### config.mk
export PLATFORM = sky130hd
export DESIGN_NAME = otp_pulse_prog
export DESIGN_NICKNAME = d
export VERILOG_FILES = /design/src/rtl/otp_prog_pkg.sv /design/src/rtl/otp_sel_fsm.sv /design/src/rtl/otp_blow_gate.sv /design/src/rtl/otp_fuse_bank.sv /design/src/rtl/otp_pulse_prog.sv
export SDC_FILE = /design/constraint.sdc
export NUM_CORES = 1
export LEC_CHECK = 0
export ABC_AREA = 1
export CELL_PAD_IN_SITES_DETAIL_PLACEMENT = 1
export CELL_PAD_IN_SITES_GLOBAL_PLACEMENT = 1
export CORE_MARGIN = 2
export CORE_UTILIZATION = 51
export CTS_BUF_LIST = sky130_fd_sc_hd__clkbuf_8
export DETAILED_ROUTE_END_ITERATION = 16
export DONT_BUFFER_PORTS = 1
export MAX_ROUTING_LAYER = met4
export PLACE_DENSITY_LB_ADDON = 0.1
export SETUP_SLACK_MARGIN = 0.4
export SLEW_MARGIN = 20
export SYNTH_ARGS = -nofsm -noshare
export SYNTH_HDL_FRONTEND = slang
export SYNTH_SLANG_ARGS = --single-unit
### constraint.sdc
create_clock -name clk -period 4.2 [get_ports clk]
set_input_delay 0.84 -clock clk [delete_from_list [all_inputs] [get_ports clk]]
set_output_delay 0.84 -clock clk [all_outputs]
set_load 0.05 [all_outputs]
### src/rtl/otp_prog_pkg.sv
package otp_prog_pkg;
    typedef enum logic [1:0] {
        PH_MODE = 2'd0,
        PH_REG  = 2'd1,
        PH_BIT  = 2'd2
    } phase_e;

    localparam logic [1:0] MODE_BLOW = 2'd1;
    localparam logic [1:0] MODE_TRY  = 2'd2;
    localparam logic [1:0] MODE_MAX  = 2'd2;
endpackage

### src/rtl/otp_sel_fsm.sv
module otp_sel_fsm
    import otp_prog_pkg::*;
#(
    parameter int W    = 3,
    parameter int NREG = 3,
    localparam int RW  = $clog2(NREG + 1)
) (
    input  logic          clk,
    input  logic          rst_n,
    input  logic          mid,
    input  logic          high,
    output phase_e        phase_o,
    output logic [1:0]    mode_o,
    output logic [RW-1:0] sel_o,
    output logic [W-1:0]  code_o,
    output logic          code_step_o,
    output logic [W-1:0]  code_next_o
);
    localparam logic [RW-1:0] SEL_MAX = RW'(NREG);

    phase_e        state_q, state_d;
    logic [1:0]    mode_q, mode_d;
    logic [RW-1:0] sel_q, sel_d;
    logic [W-1:0]  code_q, code_d;

    always_ff @(posedge clk) begin
        if (!rst_n) begin
            state_q <= PH_MODE;
            mode_q  <= '0;
            sel_q   <= '0;
            code_q  <= '0;
        end else begin
            state_q <= state_d;
            mode_q  <= mode_d;
            sel_q   <= sel_d;
            code_q  <= code_d;
        end
    end

    always_comb begin
        state_d = state_q;
        mode_d  = mode_q;
        sel_d   = sel_q;
        code_d  = code_q;
        if (high) begin
            unique case (state_q)
                PH_MODE: state_d = PH_REG;
                PH_REG:  state_d = PH_BIT;
                PH_BIT: begin
                    state_d = PH_MODE;
                    mode_d  = '0;
                    sel_d   = '0;
                    code_d  = '0;
                end
                default: state_d = PH_MODE;
            endcase
        end else if (mid) begin
            unique case (state_q)
                PH_MODE: if (mode_q != MODE_MAX) mode_d = mode_q + 2'd1;
                PH_REG:  if (sel_q != SEL_MAX)   sel_d  = sel_q + 1'b1;
                PH_BIT:  if (code_q != '1)       code_d = code_q + 1'b1;
                default: ;
            endcase
        end
    end

    assign phase_o     = state_q;
    assign mode_o      = mode_q;
    assign sel_o       = sel_q;
    assign code_o      = code_q;
    assign code_step_o = !high && mid && (state_q == PH_BIT);
    assign code_next_o = code_d;
endmodule

### src/rtl/otp_blow_gate.sv
module otp_blow_gate
    import otp_prog_pkg::*;
#(
    parameter int W    = 3,
    parameter int NREG = 3,
    localparam int RW  = $clog2(NREG + 1)
) (
    input  phase_e        phase,
    input  logic [1:0]    mode,
    input  logic [RW-1:0] sel,
    input  logic [W-1:0]  code,
    input  logic          blow_req,
    input  logic          high,
    input  logic          mid,
    input  logic          code_step,
    input  logic          locked,
    output logic          blow_ok,
    output logic          blow_bad,
    output logic          try_wr
);
    logic eligible;

    always_comb begin
        eligible = blow_req && !high && !mid && (phase == PH_BIT)
                && (mode == MODE_BLOW) && !locked && (code != '0);
        blow_ok  = eligible && $onehot(code);
        blow_bad = eligible && !$onehot(code);
        try_wr   = code_step && (mode == MODE_TRY) && !locked
                && (sel < RW'(NREG));
    end
endmodule

### src/rtl/otp_fuse_bank.sv
module otp_fuse_bank #(
    parameter int W    = 3,
    parameter int NREG = 3,
    localparam int RW  = $clog2(NREG + 1)
) (
    input  logic            clk,
    input  logic            init_n,
    input  logic            por_n,
    input  logic [RW-1:0]   sel,
    input  logic [W-1:0]    code,
    input  logic [W-1:0]    try_code,
    input  logic            blow_ok,
    input  logic            blow_bad,
    input  logic            try_wr,
    output logic [NREG*W-1:0] fuse_flat,
    output logic [NREG*W-1:0] eff_flat,
    output logic            locked_o,
    output logic            err_o
);
    logic vol_rst;
    assign vol_rst = !init_n || !por_n;

    always_ff @(posedge clk) begin
        if (!init_n)                            locked_o <= 1'b0;
        else if (blow_ok && sel == RW'(NREG))   locked_o <= 1'b1;
    end

    always_ff @(posedge clk) begin
        if (vol_rst) err_o <= 1'b0;
        else         err_o <= blow_bad;
    end

    for (genvar g = 0; g < NREG; g++) begin : g_reg
        logic [W-1:0] fuse_q, try_q;
        logic         tried_q;

        always_ff @(posedge clk) begin
            if (!init_n)                        fuse_q <= '0;
            else if (blow_ok && sel == RW'(g))  fuse_q <= fuse_q | code;
        end

        always_ff @(posedge clk) begin
            if (vol_rst) begin
                try_q   <= '0;
                tried_q <= 1'b0;
            end else if (try_wr && sel == RW'(g)) begin
                try_q   <= try_code;
                tried_q <= 1'b1;
            end
        end

        assign fuse_flat[g*W +: W] = fuse_q;
        assign eff_flat[g*W +: W]  = tried_q ? try_q : fuse_q;
    end
endmodule

### src/rtl/otp_pulse_prog.sv
module otp_pulse_prog
    import otp_prog_pkg::*;
#(
    parameter int W    = 3,
    parameter int NREG = 3,
    localparam int RW  = $clog2(NREG + 1)
) (
    input  logic              clk,
    input  logic              fuse_init_n,
    input  logic              por_n,
    input  logic              mid_pulse,
    input  logic              high_pulse,
    input  logic              blow_req,
    output logic [1:0]        phase,
    output logic [NREG*W-1:0] eff_val,
    output logic              locked,
    output logic              blow_err
);
    phase_e        ph;
    logic [1:0]    mode;
    logic [RW-1:0] sel;
    logic [W-1:0]  code, code_next;
    logic          code_step, blow_ok, blow_bad, try_wr;
    logic [NREG*W-1:0] fuse_vec;

    otp_sel_fsm #(.W(W), .NREG(NREG)) u_fsm (
        .clk         (clk),
        .rst_n       (fuse_init_n && por_n),
        .mid         (mid_pulse),
        .high        (high_pulse),
        .phase_o     (ph),
        .mode_o      (mode),
        .sel_o       (sel),
        .code_o      (code),
        .code_step_o (code_step),
        .code_next_o (code_next)
    );

    otp_blow_gate #(.W(W), .NREG(NREG)) u_gate (
        .phase     (ph),
        .mode      (mode),
        .sel       (sel),
        .code      (code),
        .blow_req  (blow_req),
        .high      (high_pulse),
        .mid       (mid_pulse),
        .code_step (code_step),
        .locked    (locked),
        .blow_ok   (blow_ok),
        .blow_bad  (blow_bad),
        .try_wr    (try_wr)
    );

    otp_fuse_bank #(.W(W), .NREG(NREG)) u_bank (
        .clk       (clk),
        .init_n    (fuse_init_n),
        .por_n     (por_n),
        .sel       (sel),
        .code      (code),
        .try_code  (code_next),
        .blow_ok   (blow_ok),
        .blow_bad  (blow_bad),
        .try_wr    (try_wr),
        .fuse_flat (fuse_vec),
        .eff_flat  (eff_val),
        .locked_o  (locked),
        .err_o     (blow_err)
    );

    assign phase = ph;
endmodule

-- Yosys cells after proc, flatten, opt, wreduce, memory -nomap -nowiden
Cells that the tools add are included.
- ROM bits: 0
- memories: 0
- latch bits: 0
- RAM bits: 0
- bits in registers: 32
- magnitude comparators: 1
- multiplexer cells: 18
- equal/unequal tests: 12
- $add $sub $neg: 5
- divide/modulo/power cells: 0
- bitwise gates (word level): 3
- reductions and logical operators: 38
- multiply operators: 0
- shift operators: 0
- operators with widths (kind ; count):
    two-way mux 3 bit ; 8
    logical AND 1 bit ; 21
    two-way mux 2 bit ; 9
    nonzero test 2 bit ; 5
    bitwise OR 3 bit ; 3
    equality test 2 x 1 -> 1 bit, second input constant ; 4
    equality test 2 bit, second input constant ; 4
    AND reduction 4 bit ; 2
    zero test 1 bit ; 6
    adder 2 x 1 -> 2 bit, second input constant ; 2
    zero test 2 bit ; 2
    inequality test 2 bit, second input constant ; 2
    one-hot mux 2 bit (2 select lines) ; 1
    adder 3 x 1 -> 3 bit, second input constant ; 1
    inequality test 3 bit, second input constant ; 1
    nonzero test 3 bit ; 1
    adder 1 x 1 -> 2 bit ; 1
    adder 2 x 1 -> 2 bit ; 1
    < comparator 2 bit, second input constant ; 1
    inequality test 2 x 1 -> 1 bit, second input constant ; 1
    logical OR 1 bit ; 1

-- Longest topological paths before layout
Gate-level depths: netlist of the first run.
- word-level depth: 9
- mapped depth: 8
- depth with buffers taken out: 8

-- Modules after synthesis
From an unflattened synthesis of the first run, not the netlist that was laid out.
- cell total of the unflattened synthesis: 231
- area, all modules: 1664.1 um^2
- by module, submodules not included (module ; instances ; seq. area each (um^2) ; cells each ; area each (um^2)):
    otp_fuse_bank ; 1 ; 460.4 ; 136 ; 1034.7
    otp_sel_fsm ; 1 ; 180.2 ; 69 ; 509.2
    otp_blow_gate ; 1 ; 0.0 ; 24 ; 112.6
    otp_pulse_prog ; 1 ; 0.0 ; 2 ; 7.5

-- Worst setup path before layout of the first run
OpenSTA, ideal clock, no wires.
- kind: register to output
- from: register u_bank.g_reg[0].tried_q
- to: output port eff_val[0]
- path slack: 1.915 ns
- arrival: 1.445 ns
- stages on the path, launching flop included: 2
- required time: 3.360 ns
- path through: dfxtp_1 o21ai_0
- word-level cells in the longest chain between the ends: 1
- RTL lines (what ; RTL line ; RTL):
    from (decl) ; otp_fuse_bank.sv:35 ; logic tried_q;
    from (signal assigned) ; otp_fuse_bank.sv:45 ; tried_q <= 1'b0;
    from (signal assigned) ; otp_fuse_bank.sv:48 ; tried_q <= 1'b1;
    two-way mux 3 bit ; otp_fuse_bank.sv:53 ; assign eff_flat[g*W +: W] = tried_q ? try_q : fuse_q;
    to (decl) ; otp_pulse_prog.sv:15 ; output logic [NREG*W-1:0] eff_val,
Every way passes these cells.

-- Worst setup path after layout of the first run
- from: register u_bank.g_reg[1].tried_q
- to: output port eff_val[4]
- word-level cells in the longest chain between the ends: 1
- RTL lines (what ; RTL line):
    from (decl) ; otp_fuse_bank.sv:35
    from (signal assigned) ; otp_fuse_bank.sv:45
    from (signal assigned) ; otp_fuse_bank.sv:48
    two-way mux 3 bit ; otp_fuse_bank.sv:53
Every way passes these cells.

==> run summary, run 1 <==
hold buffer count at cts = 0
Non-Filler Instances = 245
Core Region = 3000 um2
syn_area_per_cell = 7.63 um2
Clock transition at path regs = 70 ps
simple-gate share of the synthesized area = 28.3%
Synth Area in Adders = 7.64%
CTS H-Tree Depth = 2
Die X = 59.5 um
FP Rows = 20
Total GRT Usage = 26.0%
most frequent cells after synthesis = nand2_1, dfxtp_1, inv_1
Top Ports = 19
post-synthesis cell count = 206
initial antenna violation count = 0
cell with the most instances after synthesis = nand2_1
largest family of logic cells by synthesized area = simple AND/OR/NAND/NOR gates
post-layout instance area = 1710 um2
drt pass-1 iters = 4
Max clock buf depth = 2
mapped cell area = 1570 um2
total power = 625 uW
final hold vios = 0
Crit path arrival time = 1450 ps
RD Place Congestion = 0.793
complex-gate fraction of the synthesized area = 13.9%
DR WL/cell = 16.1 um
wirelength, routed = 3950 um
Net Sw Frac = 22.5%
Sum Neg Setup Slack = 0 ps
Post-synth EDFFs = 0
Leak = 0.000770 uW
clock power share = 47.1%
Worst Setup End Kind = primary output
CTS tree = built
via count = 1,328
Antenna diodes = 0
max_cap viols = 0
DRC = 0
Worst-Skew Late Latency = 290 ps
post-synthesis xor/xnor area fraction = 0%
CP max stage cell = o21ai_1
Slew Viols, Final = 0
DR vias/cell = 5.42
fmax = 437 MHz
status = finished clean
Buffers on Ports = 0
post-synthesis sequential area ratio = 40.8%
yosys warns = 0
Tcrit/Tclk final = 54.5%
PD cells = 365 nW/um2
number of global-route vias before repair = 1,397
Startpoint Class = flip-flop
Tightest Hold Check Type = flip-flop to flip-flop
Net Switching = 141 uW
placed cells = 237
Iter 0 DRT Violations = 32
Root Driver = clkbuf_8
final setup vio count = 0
Slew @ Worst Pin = 962 ps
post-synthesis mux area share = 0%
distinct cell type count after synthesis = 25
layout cells sized above 1 = 10.8%
slowest cell delay on critical path = 780 ps
Yosys reg bits = 32
CP Max Fanout = 7
final core occ = 57.0%
Top FF cell, synth = dfxtp_1
crit-path cells = o21ai_1
Comb pwr share = 3.4%
Layout area overhead = 8.92%
Final ANT Viol Nets = 0
maximum VDD drop = 0.233 mV
Worst Skew = 6.05 ps
Final Net Count = 226
Yosys top cell by area = dfxtp_1
first-pass GRT wire length = 6560 um
Placed Area = 1600 um2
top-area cell type share of the netlist area = 40.8%
starting density of the core = 52.3%
Synthesized Nets = 221
GRT overflow = 0
Int Pwr = 484 uW
CP required = 3360 ps
CP Buf/Inv Count = 0
worst relative slew slack = 35.5%
die area = 3540 um2
largest net degree at the start of global routing = 17
cell family with the largest share of critical-path delay = compound AO/OA/AOI/OAI gates
CTS Buf Count = 5
HPWL after DPL = 2850 um
minimum clock period = 2290 ps
Die Y-Extent = 59.5 um
post-cts resize count = 0
Async SR Flop Fraction = 0%
postcts setup bufs = 0
Crit Path Class = flip-flop to primary output
Sink Count = 32
Reg power frac = 49.5%
RSZ-0062 raised after global routing = no
top cells by area, synth = dfxtp_1, nand2_1, inv_1
-- final timing paths --
check	from	end	slack [ps]	cells past startpoint
min reg2reg	u_bank.g_reg[1].fuse_q[2]$_SDFFE_PN0P_	u_bank.g_reg[1].fuse_q[2]$_SDFFE_PN0P_	470	2
max	u_bank.g_reg[1].tried_q$_SDFFE_PN0P_	eff_val[4]	1910	1
min	u_bank.g_reg[1].fuse_q[2]$_SDFFE_PN0P_	u_bank.g_reg[1].fuse_q[2]$_SDFFE_PN0P_	470	2
max reg2reg	u_fsm.code_o[0]$_SDFF_PN0_	u_bank.g_reg[0].fuse_q[0]$_SDFFE_PN0P_	2110	5
-- tightest hold or removal path: stages, from the launching register on --
cell and delay, ps:
dfxtp_1 310, inv_1 60, a21oi_1 60
-- state kept, by name (all words and copies together), names as in the netlist --
register	count
u_fsm.code_o	3
u_bank.g.try_q	9
u_fsm.phase_o	2
u_bank.g.tried_q	3
u_fsm.sel_o	2
u_bank.g.fuse_q	9
u_bank.locked_o	1
u_bank.err_o	1
u_fsm.mode_o	2
-- logic make-up after synthesis --
logic type,count (synthesis)
adder cells (fa/ha/maj),9
AND/OR/NAND/NOR,85
AO/OA/AOI/OAI,41
buffers and inverters,39
flip-flops,32
-- placed cells by master (no fill, tap or decap) --
cell type,count
a21oi_1,22
bufinv_16,1
clkbuf_8,5
clkinv_1,1
clkinv_2,1
dfxtp_1,32
fa_1,1
ha_1,8
inv_1,32
inv_2,5
nand2_1,45
nand2_2,2
nand2_4,1
nand3_1,5
nand3b_1,1
nand4_1,10
nand4_2,3
nor2_1,12
nor2_2,1
nor2_4,2
nor2_8,2
nor4_1,1
o211a_1,1
o21a_1,3
o21ai_0,2
o21ai_1,13
-- power groups by stage --
stage,clock (uW),sequential (uW),combinational (uW)
after detailed placement,0,316,20.8
final,294,309,20.9
after global routing,310,309,23.3
after global placement,0,316,19.3
after CTS,294,309,21.0
after floorplan,0,316,15.9
-- layout make-up --
cell class | count | area (um2)
multi-input combinational | 135 | 783
tap | 33 | 41.3
sequential | 32 | 641
clock buffer | 5 | 68.8
inverter | 37 | 139
clock inverter | 3 | 38.8
fill | 383 | 1290
-- metal layers --
metal	track usage, %	vias up	share of wire, %
li1	-	673	-
met1	30.8	628	46
met2	43.0	19	50
met3	6.55	8	2.7
met4	8.25	0	1.7
met5	-	-	0
-- per-stage QoR --
step / setup slack [ps] / hold slack, ps
floorplan: 1910 / 431
global placement: 2250 / 453
finish: 1910 / 473
detailed placement: 2220 / 454
global route: 1870 / 501
CTS: 1900 / 475
Note: power is estimated with default switching activity, not from simulation.
==> run 2: changes to the inputs <==
Settings changed: CORE_UTILIZATION 51 to 43.
Clock period 4.2 ns to 2 ns, I/O delays scaled along.
==> run 2 against run 1 <==
Against the previous run: utilization shrank 1.8 points; largest power group unchanged; die area grew 17%; cell count is 13% higher; sequential share of layout area decreased by 2.8 points; hold slack worse by 180 ps.
==> run summary, run 2 (synthesis results as in run 1) <==
commonest non-fill, non-tap cells in the layout = nand2_1, inv_1, dfxtp_1 (unchanged)
CTS Buf Count = 5 (unchanged)
DRC = 0 (unchanged)
final hold vios = 0 (unchanged)
Comb pwr share = 3.9% (was 3.4%)
RD Place Congestion = 0.811 (was 0.793)
Startpoint Class = flip-flop (unchanged)
GRT overflow = 0 (unchanged)
Slew @ Worst Pin = 560 ps (was 962 ps)
Worst-Skew Late Latency = 290 ps (about the same)
fmax = 632 MHz
number of global-route vias before repair = 1,481 (was 1,397)
Net Sw Frac = 22.3% (was 22.5%)
worst setup margin = 418 ps (was 1910 ps)
crit-path cells = inv_1 -> fa_1 -> nor2_2 -> buf_4 -> nand4_1 -> a21oi_1 (was o21ai_1)
Tcrit/Tclk final = 79.1%
clock power share = 47.0% (was 47.1%)
Net Switching = 292 uW (was 141 uW)
Crit Path Class = flip-flop to flip-flop (was flip-flop to primary output)
minimum clock period = 1580 ps
Leak = 0.000871 uW (was 0.000770 uW)
total power = 1310 uW (was 625 uW)
CP Max Fanout = 6 (was 7)
Sink Count = 32 (unchanged)
Buffers on Ports = 0 (unchanged)
FP Rows = 21 (was 20)
RSZ-0062 raised after global routing = yes (was no)
Largest regs = u_bank.g.fuse_q (9), u_bank.g.try_q (9) (unchanged)
layout cells sized above 1 = 21.3% (was 10.8%)
Antenna diodes = 0 (unchanged)
first-pass GRT wire length = 6820 um (was 6560 um)
PD cells = 693 nW/um2 (was 365 nW/um2)
Iter 0 DRT Violations = 60 (was 32)
Total GRT Usage = 22.3% (was 26.0%)
most common cell after layout, fill and taps aside = nand2_1 (unchanged)
Final Net Count = 244 (was 226)
CP Buf/Inv Count = 2 (was 0)
slowest cell delay on critical path = 450 ps (was 780 ps)
final setup vio count = 0 (unchanged)
maximum VDD drop = 0.404 mV (was 0.233 mV)
Slew Viols, Final = 0 (unchanged)
Clock transition at path regs = 70 ps (about the same)
CTS H-Tree Depth = 2 (unchanged)
worst relative slew slack = 62.6% (was 35.5%)
Root Driver = clkbuf_8 (unchanged)
max_cap viols = 0 (unchanged)
via count = 1,427 (was 1,328)
hold buffer count at cts = 0 (unchanged)
reg2reg setup slack = 420 ps (was 2110 ps)
drt pass-1 iters = 4 (unchanged)
Layout area overhead = 19.9% (was 8.92%)
Worst Setup End Kind = flip-flop (was primary output)
Sum Neg Setup Slack = 0 ps (unchanged)
Endpoint, Worst Hold = u_fsm.phase_o[1]$_SDFFE_PN0P_ (was u_bank.g_reg[1].fuse_q[2]$_SDFFE_PN0P_)
starting density of the core = 46.0% (was 52.3%)
cell family with the largest share of critical-path delay = adder cells (was compound AO/OA/AOI/OAI gates)
Max clock buf depth = 2 (unchanged)
status = finished clean (unchanged)
Final ANT Viol Nets = 0 (unchanged)
Reg power frac = 49.1% (was 49.5%)
Die Y-Extent = 64.5 um (was 59.5 um)
R2R Path End = u_bank.g_reg[1].fuse_q[2]$_SDFFE_PN0P_ (was u_bank.g_reg[0].fuse_q[0]$_SDFFE_PN0P_)
Die X = 64.5 um (was 59.5 um)
Crit path arrival time = 1790 ps (was 1450 ps)
Worst Skew = 6.06 ps (was 6.05 ps)
crit path from = u_fsm.code_o[2]$_SDFF_PN0_ (was u_bank.g_reg[1].tried_q$_SDFFE_PN0P_)
DR WL/cell = 15.6 um (was 16.1 um)
Tightest Hold Check Type = input pin to flip-flop (was flip-flop to flip-flop)
die area = 4150 um2 (was 3540 um2)
initial antenna violation count = 0 (unchanged)
CP max stage cell = fa_1 (was o21ai_1)
Hold Crit Start = high_pulse (was u_bank.g_reg[1].fuse_q[2]$_SDFFE_PN0P_)
Int Pwr = 1020 uW (was 484 uW)
dpl ws = 325 ps (was 2220 ps)
Top Ports = 19 (unchanged)
FF-to-FF path depth = 6 (was 5)
HPWL after DPL = 3080 um (was 2850 um)
worst hold path cell count = 2 (unchanged)
largest net degree at the start of global routing = 17 (unchanged)
Core Region = 3420 um2 (was 3000 um2)
Crit path depth = 6 (was 1)
wirelength, routed = 4310 um (was 3950 um)
DR vias/cell = 5.17 (was 5.42)
CTS tree = built (unchanged)
CP required = 2210 ps (was 3360 ps)
reg-to-reg startpoint = u_fsm.code_o[2]$_SDFF_PN0_ (was u_fsm.code_o[0]$_SDFF_PN0_)
## run 2: cell count changes in the layout (fill, tap and decap cells not counted), moves of 2 or more
cell     change
buf_4       +17
dfxtp_1      -5
dfxtp_2      +3
dfxtp_4      +2
## run 2: routing by layer
metal | global-route usage, % | part of all wire (%)
met3 | 5.90 | 3.6
met1 | 25.0 | 43
met2 | 40.0 | 53
met5 | - | 0
met4 | 4.79 | 1.1
## run 2: layout make-up
type                    instances  area, um2
inverters                      37        139
repair buffers                 18        139
multi-input cells             135        790
flip-flops and latches         32        652
well taps                      46       57.6
fillers                       434       1530
clock buffers                   5       68.8
clock inverters                 3       38.8
## run 2: how the worst max path moves through the flow
stage                                                         to  slack [ps]
after floorplan                                       eff_val[0]         150
after global placement    u_bank.g_reg[1].fuse_q[0]$_SDFFE_PN0P_         400
after detailed placement  u_bank.g_reg[1].fuse_q[2]$_SDFFE_PN0P_         330
after CTS                                u_bank.err_o$_SDFF_PN0_         420
after global routing      u_bank.g_reg[0].fuse_q[1]$_SDFFE_PN0P_         350
final                     u_bank.g_reg[1].fuse_q[2]$_SDFFE_PN0P_         420
## run 2: repair_timing
action,4_1_cts,5_1_grt
setup endpoints to repair,11,16
gates cloned,0,1
resized for setup,3,10
buffers inserted,0,4
pin swaps,0,1
## run 2: power by group through the flow
stage	logic, uW	clock network, uW	registers [uW]
final	50.8	614	642
after CTS	50.5	625	643
after global placement	47.9	0	659
after floorplan	33.4	0	663
after global routing	57.1	653	642
after detailed placement	50.1	0	659
## run 2: through the flow
step                instance area, um2  instances  utilization, %  hold slack, ps
CTS                               1830        271            53.6             284
detailed placement                1720        263            50.3             462
global route                      1880        276            55.2             305
global placement                  1720        263            50.3             455
finish                            1880        276            55.2             294
floorplan                         1570        206               -             431
==> run 3: changes to the inputs <==
Clock period 2 ns to 1.4 ns, I/O delays scaled along.
==> run 3 against run 2 <==
Against the previous run: the flow now finishes with violations (setup timing); sequential power is 42% higher; fmax is 4.1% lower; hold slack worse by 140 ps; count of clock-buffer cells in the layout stayed put; final area is 31% higher; wire length is 81% higher; non-clock buffer count is 12 higher; cell count is 4.7% higher; combinational power grew to 2.7 times the previous value; critical path type unchanged; critical endpoint is now u_bank.g_reg[2].fuse_q[0]$_SDFFE_PN0P_.
==> run summary, run 3 (synthesis results as in run 1) <==
WHS = 157 ps (was 294 ps)
RD Place Congestion = 0.821 (was 0.811)
Tcrit/Tclk final = 118% (was 79.1%)
Crit Path Class = flip-flop to flip-flop (unchanged)
Slew @ Worst Pin = 397 ps (was 560 ps)
Top Ports = 19 (unchanged)
Worst Setup End Kind = flip-flop (unchanged)
fmax = 606 MHz (was 632 MHz)
Die Y-Extent = 64.5 um (unchanged)
die area = 4150 um2 (unchanged)
failing checks = setup timing
Crit path arrival time = 1870 ps (was 1790 ps)
wirelength, routed = 7790 um (was 4310 um)
hold buffer count at cts = 0 (unchanged)
CP required = 1620 ps (was 2210 ps)
number of global-route vias before repair = 1,814 (was 1,481)
reg-to-reg startpoint = u_fsm.code_o[1]$_SDFF_PN0_ (was u_fsm.code_o[2]$_SDFF_PN0_)
final hold vios = 0 (unchanged)
status = finished with violations (was finished clean)
first-pass GRT wire length = 9720 um (was 6820 um)
crit path from = u_fsm.code_o[1]$_SDFF_PN0_ (was u_fsm.code_o[2]$_SDFF_PN0_)
Final Net Count = 257 (was 244)
via count = 1,679 (was 1,427)
Antenna diodes = 0 (unchanged)
Leak = 0.00104 uW (was 0.000871 uW)
commonest non-fill, non-tap cells in the layout = nand2_1, inv_1, buf_4 (was nand2_1, inv_1, dfxtp_1)
starting density of the core = 46.0% (unchanged)
Buffers on Ports = 0 (unchanged)
CTS Buf Count = 5 (unchanged)
R2R Path End = u_bank.g_reg[2].fuse_q[0]$_SDFFE_PN0P_ (was u_bank.g_reg[1].fuse_q[2]$_SDFFE_PN0P_)
Die X = 64.5 um (unchanged)
CP Max Fanout = 5 (was 6)
Core Region = 3420 um2 (unchanged)
CTS H-Tree Depth = 2 (unchanged)
CTS tree = built (unchanged)
reg2reg setup slack = -250 ps (was 420 ps)
Sink Count = 32 (unchanged)
minimum clock period = 1650 ps (was 1580 ps)
Final ANT Viol Nets = 0 (unchanged)
Largest regs = u_bank.g.fuse_q (9), u_bank.g.try_q (9) (unchanged)
FF-to-FF path depth = 6 (unchanged)
PD cells = 803 nW/um2 (was 693 nW/um2)
HPWL after DPL = 3440 um (was 3080 um)
maximum VDD drop = 0.667 mV (was 0.404 mV)
drt pass-1 iters = 4 (unchanged)
CP max stage cell = fa_1 (unchanged)
GRT overflow = 0 (unchanged)
slowest cell delay on critical path = 500 ps (was 450 ps)
initial antenna violation count = 0 (unchanged)
worst relative slew slack = 73.4% (was 62.6%)
Clock transition at path regs = 80 ps (was 70 ps)
largest net degree at the start of global routing = 13 (was 17)
FP Rows = 21 (unchanged)
max_cap viols = 0 (unchanged)
DR vias/cell = 5.81 (was 5.17)
Startpoint Class = flip-flop (unchanged)
Slew Viols, Final = 0 (unchanged)
Max clock buf depth = 2 (unchanged)
crit-path cells = inv_2 -> fa_1 -> nor2_4 -> buf_6 -> nand4_1 -> a21oi_2 (was inv_1 -> fa_1 -> nor2_2 -> buf_4 -> nand4_1 -> a21oi_1)
Tightest Hold Check Type = input pin to flip-flop (unchanged)
DR WL/cell = 27.0 um (was 15.6 um)
Worst-Skew Late Latency = 300 ps (was 290 ps)
Root Driver = clkbuf_8 (unchanged)
worst setup margin = -251 ps (was 418 ps)
Iter 0 DRT Violations = 118 (was 60)
RSZ-0062 raised after global routing = yes (unchanged)
Worst Setup EP = u_bank.g_reg[2].fuse_q[0]$_SDFFE_PN0P_ (was u_bank.g_reg[1].fuse_q[2]$_SDFFE_PN0P_)
most common cell after layout, fill and taps aside = nand2_1 (unchanged)
layout cells sized above 1 = 55.1% (was 21.3%)
Layout area overhead = 57.0% (was 19.9%)
Worst Skew = 7.06 ps (was 6.06 ps)
DRC = 0 (unchanged)
final core occ = 72.2% (was 55.2%)
Total GRT Usage = 32.4% (was 22.3%)
final setup vio count = 24 (was 0)
-- run 3: changes by cell type in the layout (fill, tap and decap cells not counted), sizes merged --
cell  delta
nor2     +1
buf     +12
-- run 3: repair_timing --
action	CTS	global route
gates cloned	0	2
resized for setup	54	36
pin swaps	20	20
setup buffers	6	7
setup endpoints to repair	43	44
-- run 3: routing by layer --
metal  global-route usage [%]  vias up  routed length (um)  part of all wire [%]
li1                         -      740                   -                     -
met1                     35.0      835                3130                    40
met2                     58.2       77                3930                    50
met3                     5.73       27                 380                   4.9
met4                     14.4        0                 356                   4.6
met5                        -        -                   0                     0
-- run 3: report_power, final --
part | leakage [uW] | switching [uW] | internal (uW) | total (uW)
logic | 0.000716 | 89.2 | 49.4 | 139
clock network | 0.0000585 | 406 | 528 | 935
registers | 0.000269 | 8.47 | 900 | 909
-- run 3: critical path: cells and delay by family (launching register included) --
kind | cells | cell delay (ps)
flip-flops | 1 | 380
AO/OA/AOI/OAI | 1 | 200
AND/OR/NAND/NOR | 2 | 280
adder cells (fa/ha/maj) | 1 | 500
buffers and inverters | 2 | 200
-- run 3: worst min-delay path by stage --
| stage | from | end | slack (ps) | depth (start not counted) |
|---|---|---|---|---|
| 2_1_floorplan | high_pulse | u_fsm.phase_o[1]$_SDFFE_PN0P_ | 430 | 2 |
| 3_5_place_dp | high_pulse | u_fsm.phase_o[1]$_SDFFE_PN0P_ | 440 | 2 |
| 5_1_grt | high_pulse | u_fsm.mode_o[0]$_SDFFE_PN0P_ | 180 | 3 |
| 6_report | high_pulse | u_fsm.mode_o[0]$_SDFFE_PN0P_ | 160 | 3 |
| 4_1_cts | high_pulse | u_fsm.phase_o[1]$_SDFFE_PN0P_ | 150 | 2 |
| 3_3_place_gp | high_pulse | u_fsm.phase_o[1]$_SDFFE_PN0P_ | 440 | 2 |
-- run 3: layout make-up --
cell class                 count  area (um2)
tap                           46        57.6
sequential                    32         683
timing repair buffer          30         294
multi-input combinational    136        1170
clock inverter                 3        41.3
fill                         349         948
inverter                      37         149
clock buffer                   5        68.8
-- run 3: through the flow --
stage / setup WS (ps) / total power, uW / instance area (um2) / TNS [ps] / cells
after floorplan: -27.0 / 999 / 1760 / -228 / 206
after global placement: -38.3 / 1020 / 1940 / -112 / 266
after detailed placement: -123 / 1030 / 1940 / -778 / 266
after CTS: -112 / 1910 / 2260 / -830 / 280
after global routing: -295 / 2020 / 2470 / -4240 / 289
final: -251 / 1980 / 2470 / -3550 / 289
